## src/rtl/dpot_pkg.sv

```systemverilog
package dpot_pkg;
  localparam int CMD_W  = 8;
  localparam int SLOT_W = 2;
  localparam int CH_W   = 2;

  typedef enum logic [3:0] {
    OP_NOP      = 4'h0,
    OP_WAKE     = 4'h1,
    OP_SLEEP    = 4'h2,
    OP_RESET    = 4'h3,
    OP_WR_TAP   = 4'h4,
    OP_WR_NV    = 4'h5,
    OP_INC      = 4'h6,
    OP_SAVE     = 4'h7,
    OP_DEC      = 4'h8,
    OP_RD_NV    = 4'h9,
    OP_RD_TAP   = 4'hA,
    OP_RECALL   = 4'hB,
    OP_WR_TAP_B = 4'hC,
    OP_WR_NV_B  = 4'hD
  } op_e;
endpackage

```

## src/rtl/dpot_spi_rx.sv

```systemverilog
module dpot_spi_rx #(
  parameter int FRAME_W = 16,
  parameter int SYNC_N  = 2
) (
  input  logic               clk_i,
  input  logic               rst_ni,
  input  logic               cs_ni,
  input  logic               sck_i,
  input  logic               sdi_i,
  input  logic               load_i,
  input  logic [FRAME_W-1:0] load_data_i,
  output logic [FRAME_W-1:0] frame_o,
  output logic               frame_vld_o,
  output logic               sdo_o,
  output logic               sdo_oe_o
);
  localparam int CNT_W = $clog2(FRAME_W);

  logic [SYNC_N-1:0] cs_sync, sck_sync, sdi_sync;
  logic cs_q, sck_q;
  logic cs_s, sck_s, sdi_s;
  logic sck_rise, sck_fall, cs_fall, cs_rise;
  logic [CNT_W-1:0] cnt_q;
  logic full_q;
  logic [FRAME_W-1:0] shreg_q;
  logic sdo_q;

  // equal sync depth keeps SDI aligned with SCK
  always_ff @(posedge clk_i or negedge rst_ni) begin
    if (!rst_ni) begin
      cs_sync  <= '1;
      sck_sync <= '0;
      sdi_sync <= '0;
      cs_q     <= 1'b1;
      sck_q    <= 1'b0;
    end else begin
      cs_sync  <= {cs_sync[SYNC_N-2:0], cs_ni};
      sck_sync <= {sck_sync[SYNC_N-2:0], sck_i};
      sdi_sync <= {sdi_sync[SYNC_N-2:0], sdi_i};
      cs_q     <= cs_s;
      sck_q    <= sck_s;
    end
  end

  assign cs_s  = cs_sync[SYNC_N-1];
  assign sck_s = sck_sync[SYNC_N-1];
  assign sdi_s = sdi_sync[SYNC_N-1];

  assign sck_rise = sck_s & ~sck_q & ~cs_s;
  assign sck_fall = ~sck_s & sck_q & ~cs_s;
  assign cs_fall  = ~cs_s & cs_q;
  assign cs_rise  = cs_s & ~cs_q;

  always_ff @(posedge clk_i or negedge rst_ni) begin
    if (!rst_ni) begin
      cnt_q  <= '0;
      full_q <= 1'b0;
    end else if (cs_fall) begin
      cnt_q  <= '0;
      full_q <= 1'b0;
    end else if (sck_rise) begin
      if (cnt_q == CNT_W'(FRAME_W - 1)) begin
        cnt_q  <= '0;
        full_q <= 1'b1;
      end else begin
        cnt_q <= cnt_q + 1'b1;
      end
    end
  end

  always_ff @(posedge clk_i or negedge rst_ni) begin
    if (!rst_ni) shreg_q <= '0;
    else if (load_i) shreg_q <= load_data_i;
    else if (sck_rise) shreg_q <= {shreg_q[FRAME_W-2:0], sdi_s};
  end

  always_ff @(posedge clk_i or negedge rst_ni) begin
    if (!rst_ni) sdo_q <= 1'b0;
    else if (cs_fall || sck_fall) sdo_q <= shreg_q[FRAME_W-1];
  end

  assign frame_o     = shreg_q;
  assign frame_vld_o = cs_rise & full_q & (cnt_q == '0);
  assign sdo_o       = sdo_q;
  assign sdo_oe_o    = ~cs_s;
endmodule

```

## src/rtl/dpot_nv_store.sv

```systemverilog
module dpot_nv_store #(
  parameter int               WORD_W      = 9,
  parameter int               SLOTS       = 4,
  parameter int               PROG_CYCLES = 64,
  parameter logic [WORD_W-1:0] INIT0      = '0
) (
  input  logic                     clk_i,
  input  logic                     rst_ni,
  input  logic                     wr_i,
  input  logic [$clog2(SLOTS)-1:0] wr_slot_i,
  input  logic [WORD_W-1:0]        wr_word_i,
  input  logic [$clog2(SLOTS)-1:0] rd_slot_i,
  output logic [WORD_W-1:0]        rd_word_o,
  output logic [WORD_W-1:0]        slot0_o,
  output logic                     busy_o
);
  localparam int SA_W  = $clog2(SLOTS);
  localparam int CNT_W = $clog2(PROG_CYCLES + 1);

  logic [WORD_W-1:0] mem_q [SLOTS];
  logic [CNT_W-1:0]  cnt_q;
  logic [SA_W-1:0]   pend_slot_q;
  logic [WORD_W-1:0] pend_word_q;
  logic              busy, accept, commit;

  assign busy   = (cnt_q != '0);
  assign accept = wr_i & ~busy;
  assign commit = (cnt_q == CNT_W'(1));

  always_ff @(posedge clk_i or negedge rst_ni) begin
    if (!rst_ni) begin
      cnt_q       <= '0;
      pend_slot_q <= '0;
      pend_word_q <= '0;
    end else if (accept) begin
      cnt_q       <= CNT_W'(PROG_CYCLES);
      pend_slot_q <= wr_slot_i;
      pend_word_q <= wr_word_i;
    end else if (busy) begin
      cnt_q <= cnt_q - 1'b1;
    end
  end

  // contents change only at the end of the program time
  always_ff @(posedge clk_i or negedge rst_ni) begin
    if (!rst_ni) begin
      for (int s = 0; s < SLOTS; s++) mem_q[s] <= (s == 0) ? INIT0 : '0;
    end else if (commit) begin
      mem_q[pend_slot_q] <= pend_word_q;
    end
  end

  assign rd_word_o = mem_q[rd_slot_i];
  assign slot0_o   = mem_q[0];
  assign busy_o    = busy;
endmodule

```

## src/rtl/dpot_ctrl.sv

```systemverilog
module dpot_ctrl
  import dpot_pkg::*;
#(
  parameter int                TAP_W       = 8,
  parameter int                NV_SLOTS    = 4,
  parameter int                PROG_CYCLES = 64,
  parameter logic [TAP_W:0]    NV_INIT0    = {2'b01, {(TAP_W-1){1'b0}}}
) (
  input  logic             clk_i,
  input  logic             rst_ni,
  input  logic             cs_ni,
  input  logic             sck_i,
  input  logic             sdi_i,
  input  logic             wp_i,
  output logic             sdo_o,
  output logic             sdo_oe_o,
  output logic [TAP_W-1:0] tap_o,
  output logic             buf_en_o,
  output logic             busy_o,
  output logic             sleep_o
);
  localparam int WORD_W  = TAP_W + 1;
  localparam int FRAME_W = CMD_W + TAP_W;
  localparam int SA_W    = $clog2(NV_SLOTS);

  logic [FRAME_W-1:0] frame, load_data;
  logic               frame_vld, load;
  logic [CMD_W-1:0]   cmd;
  logic [3:0]         op;
  logic [SLOT_W-1:0]  slot;
  logic [CH_W-1:0]    ch;
  logic [TAP_W-1:0]   data;
  logic [WORD_W-1:0]  tap_q, tap_d, nv_rd_word, nv_slot0, nv_wr_word;
  logic               nv_wr, busy, run;
  logic               sleep_q, sleep_pend_q;

  dpot_spi_rx #(.FRAME_W(FRAME_W), .SYNC_N(2)) u_rx (
    .clk_i       (clk_i),
    .rst_ni      (rst_ni),
    .cs_ni       (cs_ni),
    .sck_i       (sck_i),
    .sdi_i       (sdi_i),
    .load_i      (load),
    .load_data_i (load_data),
    .frame_o     (frame),
    .frame_vld_o (frame_vld),
    .sdo_o       (sdo_o),
    .sdo_oe_o    (sdo_oe_o)
  );

  assign cmd  = frame[FRAME_W-1 -: CMD_W];
  assign data = frame[TAP_W-1:0];
  assign op   = cmd[7:4];
  assign slot = cmd[3:2];
  assign ch   = cmd[1:0];

  dpot_nv_store #(
    .WORD_W(WORD_W), .SLOTS(NV_SLOTS), .PROG_CYCLES(PROG_CYCLES), .INIT0(NV_INIT0)
  ) u_nv (
    .clk_i     (clk_i),
    .rst_ni    (rst_ni),
    .wr_i      (nv_wr),
    .wr_slot_i (slot[SA_W-1:0]),
    .wr_word_i (nv_wr_word),
    .rd_slot_i (slot[SA_W-1:0]),
    .rd_word_o (nv_rd_word),
    .slot0_o   (nv_slot0),
    .busy_o    (busy)
  );

  // asleep: only wake and reset get through
  assign run = frame_vld & (ch == '0) &
               (~sleep_q | (op == OP_WAKE) | (op == OP_RESET));

  always_comb begin
    tap_d      = tap_q;
    nv_wr      = 1'b0;
    nv_wr_word = tap_q;
    load       = 1'b0;
    load_data  = '0;
    if (run) begin
      case (op)
        OP_WR_TAP, OP_WR_TAP_B: tap_d = {op[3], data};
        OP_INC: if (tap_q[TAP_W-1:0] != '1) tap_d[TAP_W-1:0] = tap_q[TAP_W-1:0] + 1'b1;
        OP_DEC: if (tap_q[TAP_W-1:0] != '0) tap_d[TAP_W-1:0] = tap_q[TAP_W-1:0] - 1'b1;
        OP_RECALL: tap_d = nv_rd_word;
        OP_RESET:  tap_d = nv_slot0;
        OP_WR_NV, OP_WR_NV_B: begin
          nv_wr      = ~wp_i & ~busy;
          nv_wr_word = {op[3], data};
        end
        OP_SAVE: nv_wr = ~wp_i & ~busy;
        OP_RD_NV: begin
          load      = 1'b1;
          load_data = FRAME_W'(nv_rd_word);
        end
        OP_RD_TAP: begin
          load      = 1'b1;
          load_data = FRAME_W'(tap_q);
        end
        default: ;
      endcase
    end
  end

  always_ff @(posedge clk_i or negedge rst_ni) begin
    if (!rst_ni) tap_q <= NV_INIT0;
    else         tap_q <= tap_d;
  end

  always_ff @(posedge clk_i or negedge rst_ni) begin
    if (!rst_ni) begin
      sleep_q      <= 1'b0;
      sleep_pend_q <= 1'b0;
    end else begin
      if (sleep_pend_q && !busy) begin
        sleep_q      <= 1'b1;
        sleep_pend_q <= 1'b0;
      end
      if (run) begin
        case (op)
          OP_SLEEP: begin
            if (busy) sleep_pend_q <= 1'b1;
            else      sleep_q      <= 1'b1;
          end
          OP_WAKE, OP_RESET: begin
            sleep_q      <= 1'b0;
            sleep_pend_q <= 1'b0;
          end
          default: ;
        endcase
      end
    end
  end

  assign tap_o    = tap_q[TAP_W-1:0];
  assign buf_en_o = tap_q[TAP_W];
  assign busy_o   = busy;
  assign sleep_o  = sleep_q;
endmodule

```

## config.mk

```make
export PLATFORM = sky130hd
export DESIGN_NAME = dpot_ctrl
export DESIGN_NICKNAME = d
export VERILOG_FILES = /design/src/rtl/dpot_pkg.sv /design/src/rtl/dpot_spi_rx.sv /design/src/rtl/dpot_nv_store.sv /design/src/rtl/dpot_ctrl.sv
export SDC_FILE = /design/constraint.sdc
export NUM_CORES = 1
export LEC_CHECK = 0
export ABC_AREA = 1
export CORE_MARGIN = 10
export CORE_UTILIZATION = 65
export DETAILED_ROUTE_END_ITERATION = 10
export PLACE_DENSITY = 0.84
export SYNTH_ARGS = -nofsm -noshare
export SYNTH_HDL_FRONTEND = slang
export SYNTH_SLANG_ARGS = --single-unit
```

## constraint.sdc

```tcl
create_clock -name clk_i -period 3 [get_ports clk_i]
set_input_delay 0.6 -clock clk_i [delete_from_list [all_inputs] [get_ports clk_i]]
set_output_delay 0.6 -clock clk_i [all_outputs]
set_load 0.005 [all_outputs]
```

==> reports/qor.txt <==
Pleak: 2.52 nW
CTS resizes: 0
hold_buf cts: 0
max cap viols: 0
Hold WS: 233 ps
die width: 108 um
I/O Buffers: 18
met3 usage: 4.16%
CORE AREA: 7650 um^2
FF+latch count, synth: 95
synthesized area: 5040 um^2
synthesis-to-finish area growth: 8.93%
gr ovfl total: 0
max-slew violations: 0
Routed WL per cell: 16.7 um
total global-route track usage: 22.0%
cts bufs inserted: 9
Final Non-Filler Cells: 744
layout cells sized above 1: 10.7%
DR iter-0 viols: 351
Seq/Total Area, Yosys: 47.2%
Critical Path Source Type: register
dpl hpwl: 8940 um
most common cell after layout, fill and taps aside: nand2_1
vias in the first global route: 4407
total wire length: 12400 um
Worst EP arrival: 2050 ps
Nets: 649
synth top area cells: dfrtp_1, nand2_1, o21ai_0
initial antenna violation count: 0
Clk Latency, worst-skew pair: 370 ps
max_slew headroom: 59.0%
post-route antenna net violation count: 0
IO Pins: 19
drt pass-1 iters: 5
Final min period: 2650 ps
Pwr per Cell Area: 431 nW/um^2
Clock Skews: 13.9 ps
CP Class: reg2out
CTS root buffer: clkbuf_8
Distinct cells, synth: 51
Hold WC Path Type: in2async
Tightest Pin Transition: 615 ps
IR drop worst, VDD: 0.000398 V
post-synthesis net count: 633
Critical Path End Type: output port
Cells after Synth: 621
busiest layer in global routing: met2
Hold Fails Final Rpt: 0
M1 GR Usage: 26.7%
Crit path required time: 2400 ps
largest net degree at the start of global routing: 49
# diodes: 0
Final setup viols: 0
status: complete, no violations
fmax: 378 MHz
most frequent cells in the layout: nand2_1, dfrtp_1, o21ai_0
Post-CTS Setup Bufs: 0
global-route wire length before repair: 20600 um
Power, Total: 2.37 mW
DRC viols: 0
clk buf depth: 2
CTS tree: built
final RePlAce weighted congestion: 0.916
crit-path max FO: 6
# rows: 32
die height: 108 um
die area: 11700 um^2
top-area cell type share of the netlist area: 44.6%
Placed Cells: 728
total negative slack: 0 ps
clock transition at the registers of the reported paths: 100 ps
grt met2 use: 36.9%
Fill cells: 566
crit share post-route: 88.2%
unrepaired setup endpoints after global routing: no
area leader, netlist: dfrtp_1
Mean Syn Cell Area: 8.12 um^2
depth of the CTS H-tree: 3
total number of vias: 4527
Initial Utilization: 66.0%
Vias/cell: 6.08
Clock Sink Count: 95
synth warn: 0
registers in the layout, summed over array words and instances, names as in the netlist, 2 cells and up:
| signal | count |
|---|---|
| u_rx.sdi_sync | 2 |
| u_nv.pend_word_q | 9 |
| u_rx.frame_o | 16 |
| u_nv.pend_slot_q | 2 |
| u_nv.slot0_o | 9 |
| u_rx.cs_sync | 2 |
| u_rx.cnt_q | 4 |
| tap_q | 9 |
| u_nv.mem_q | 27 |
| u_rx.sck_sync | 2 |
| u_nv.cnt_q | 7 |
where the power goes:
| part | switching (mW) | internal, mW | leakage, nW |
|---|---|---|---|
| clock network | 0.478 | 0.395 | 0.0982 |
| logic | 0.0969 | 0.0509 | 1.14 |
| registers | 0.0306 | 1.32 | 1.28 |
| total | 0.605 | 1.76 | 2.52 |
stage by stage:
step / area [um^2] / util [%] / setup slack (ps)
after global routing: 5500 / 71.9 / 232
final: 5500 / 71.9 / 355
after floorplan: 5040 / - / 1180
after CTS: 5500 / 71.9 / 348
after global placement: 5290 / 69.2 / 829
after detailed placement: 5290 / 69.2 / 794
per-layer routing:
| layer | wire, um | share of wire, % |
|---|---|---|
| met1 | 5130 | 41 |
| met2 | 6130 | 49 |
| met3 | 866 | 7.0 |
| met4 | 320 | 2.6 |
| met5 | 0 | 0 |
worst paths after layout:
path                       slack [ps]  depth (start not counted)               end        startpoint
setup / recovery                  350                          8            busy_o     u_nv.cnt_q[1]
hold / removal                    230                          1     u_nv.mem_q[2]            rst_ni
min in group clk_i                350                          0  u_rx.sdi_sync[1]  u_rx.sdi_sync[0]
hold reg to reg                   350                          0  u_rx.sdi_sync[1]  u_rx.sdi_sync[0]
max in group asynchronous        2020                          2   u_rx.cs_sync[1]            rst_ni
setup reg to reg                  670                         11     u_nv.cnt_q[6]     u_nv.cnt_q[1]
kinds of logic after synthesis:
group | after synthesis | synth area share (%)
adders and majority gates | 6 | 1.49
and+or+nand+nor | 278 | 26.0
AOI/OAI and AO/OA | 145 | 16.9
buffers and inverters | 92 | 7.54
xor gates and xnor gates | 5 | 0.868
DFF | 95 | 47.2
final cells by class:
cell class / count / area, um^2 / area share (%)
clock inverters: 7 / 78.8 / 1.43
clock buffers: 9 / 124 / 2.25
well taps: 102 / 128 / 2.32
inverters: 76 / 288 / 5.24
repair buffers: 21 / 213 / 3.87
flip-flops and latches: 95 / 2380 / 43.4
multi-input cells: 434 / 2280 / 41.5
critical path, stage by stage (launching register included):
cell             delay [ps]
dfrtp_1                 390
inv_1                   110
ha_1                    160
inv_1                    50
nor2_1                  180
inv_2                    90
nor2_4                  170
inv_2                    80
clkdlybuf4s50_1         460
Yosys cell counts, drive strengths merged:
| library cell | count |
|---|---|
| a211oi | 1 |
| a21boi | 2 |
| a21oi | 18 |
| a22oi | 7 |
| a31oi | 3 |
| a32o | 2 |
| and2 | 1 |
| buf | 7 |
| clkbuf | 9 |
| dfrtp | 90 |
| dfstp | 5 |
| ha | 6 |
| inv | 76 |
| nand2 | 170 |
| nand3 | 40 |
| nand3b | 3 |
| nand4 | 6 |
| nor2 | 47 |
| nor3 | 6 |
| nor3b | 1 |
| nor4 | 2 |
| o211ai | 6 |
| o21ai | 84 |
| o21bai | 2 |
| o221ai | 3 |
| o22a | 2 |
| o22ai | 13 |
| o31ai | 1 |
| o32ai | 1 |
| or2 | 1 |
| or3 | 1 |
| xnor2 | 3 |
| xor2 | 2 |
Note: power is estimated with default switching activity, not from simulation.
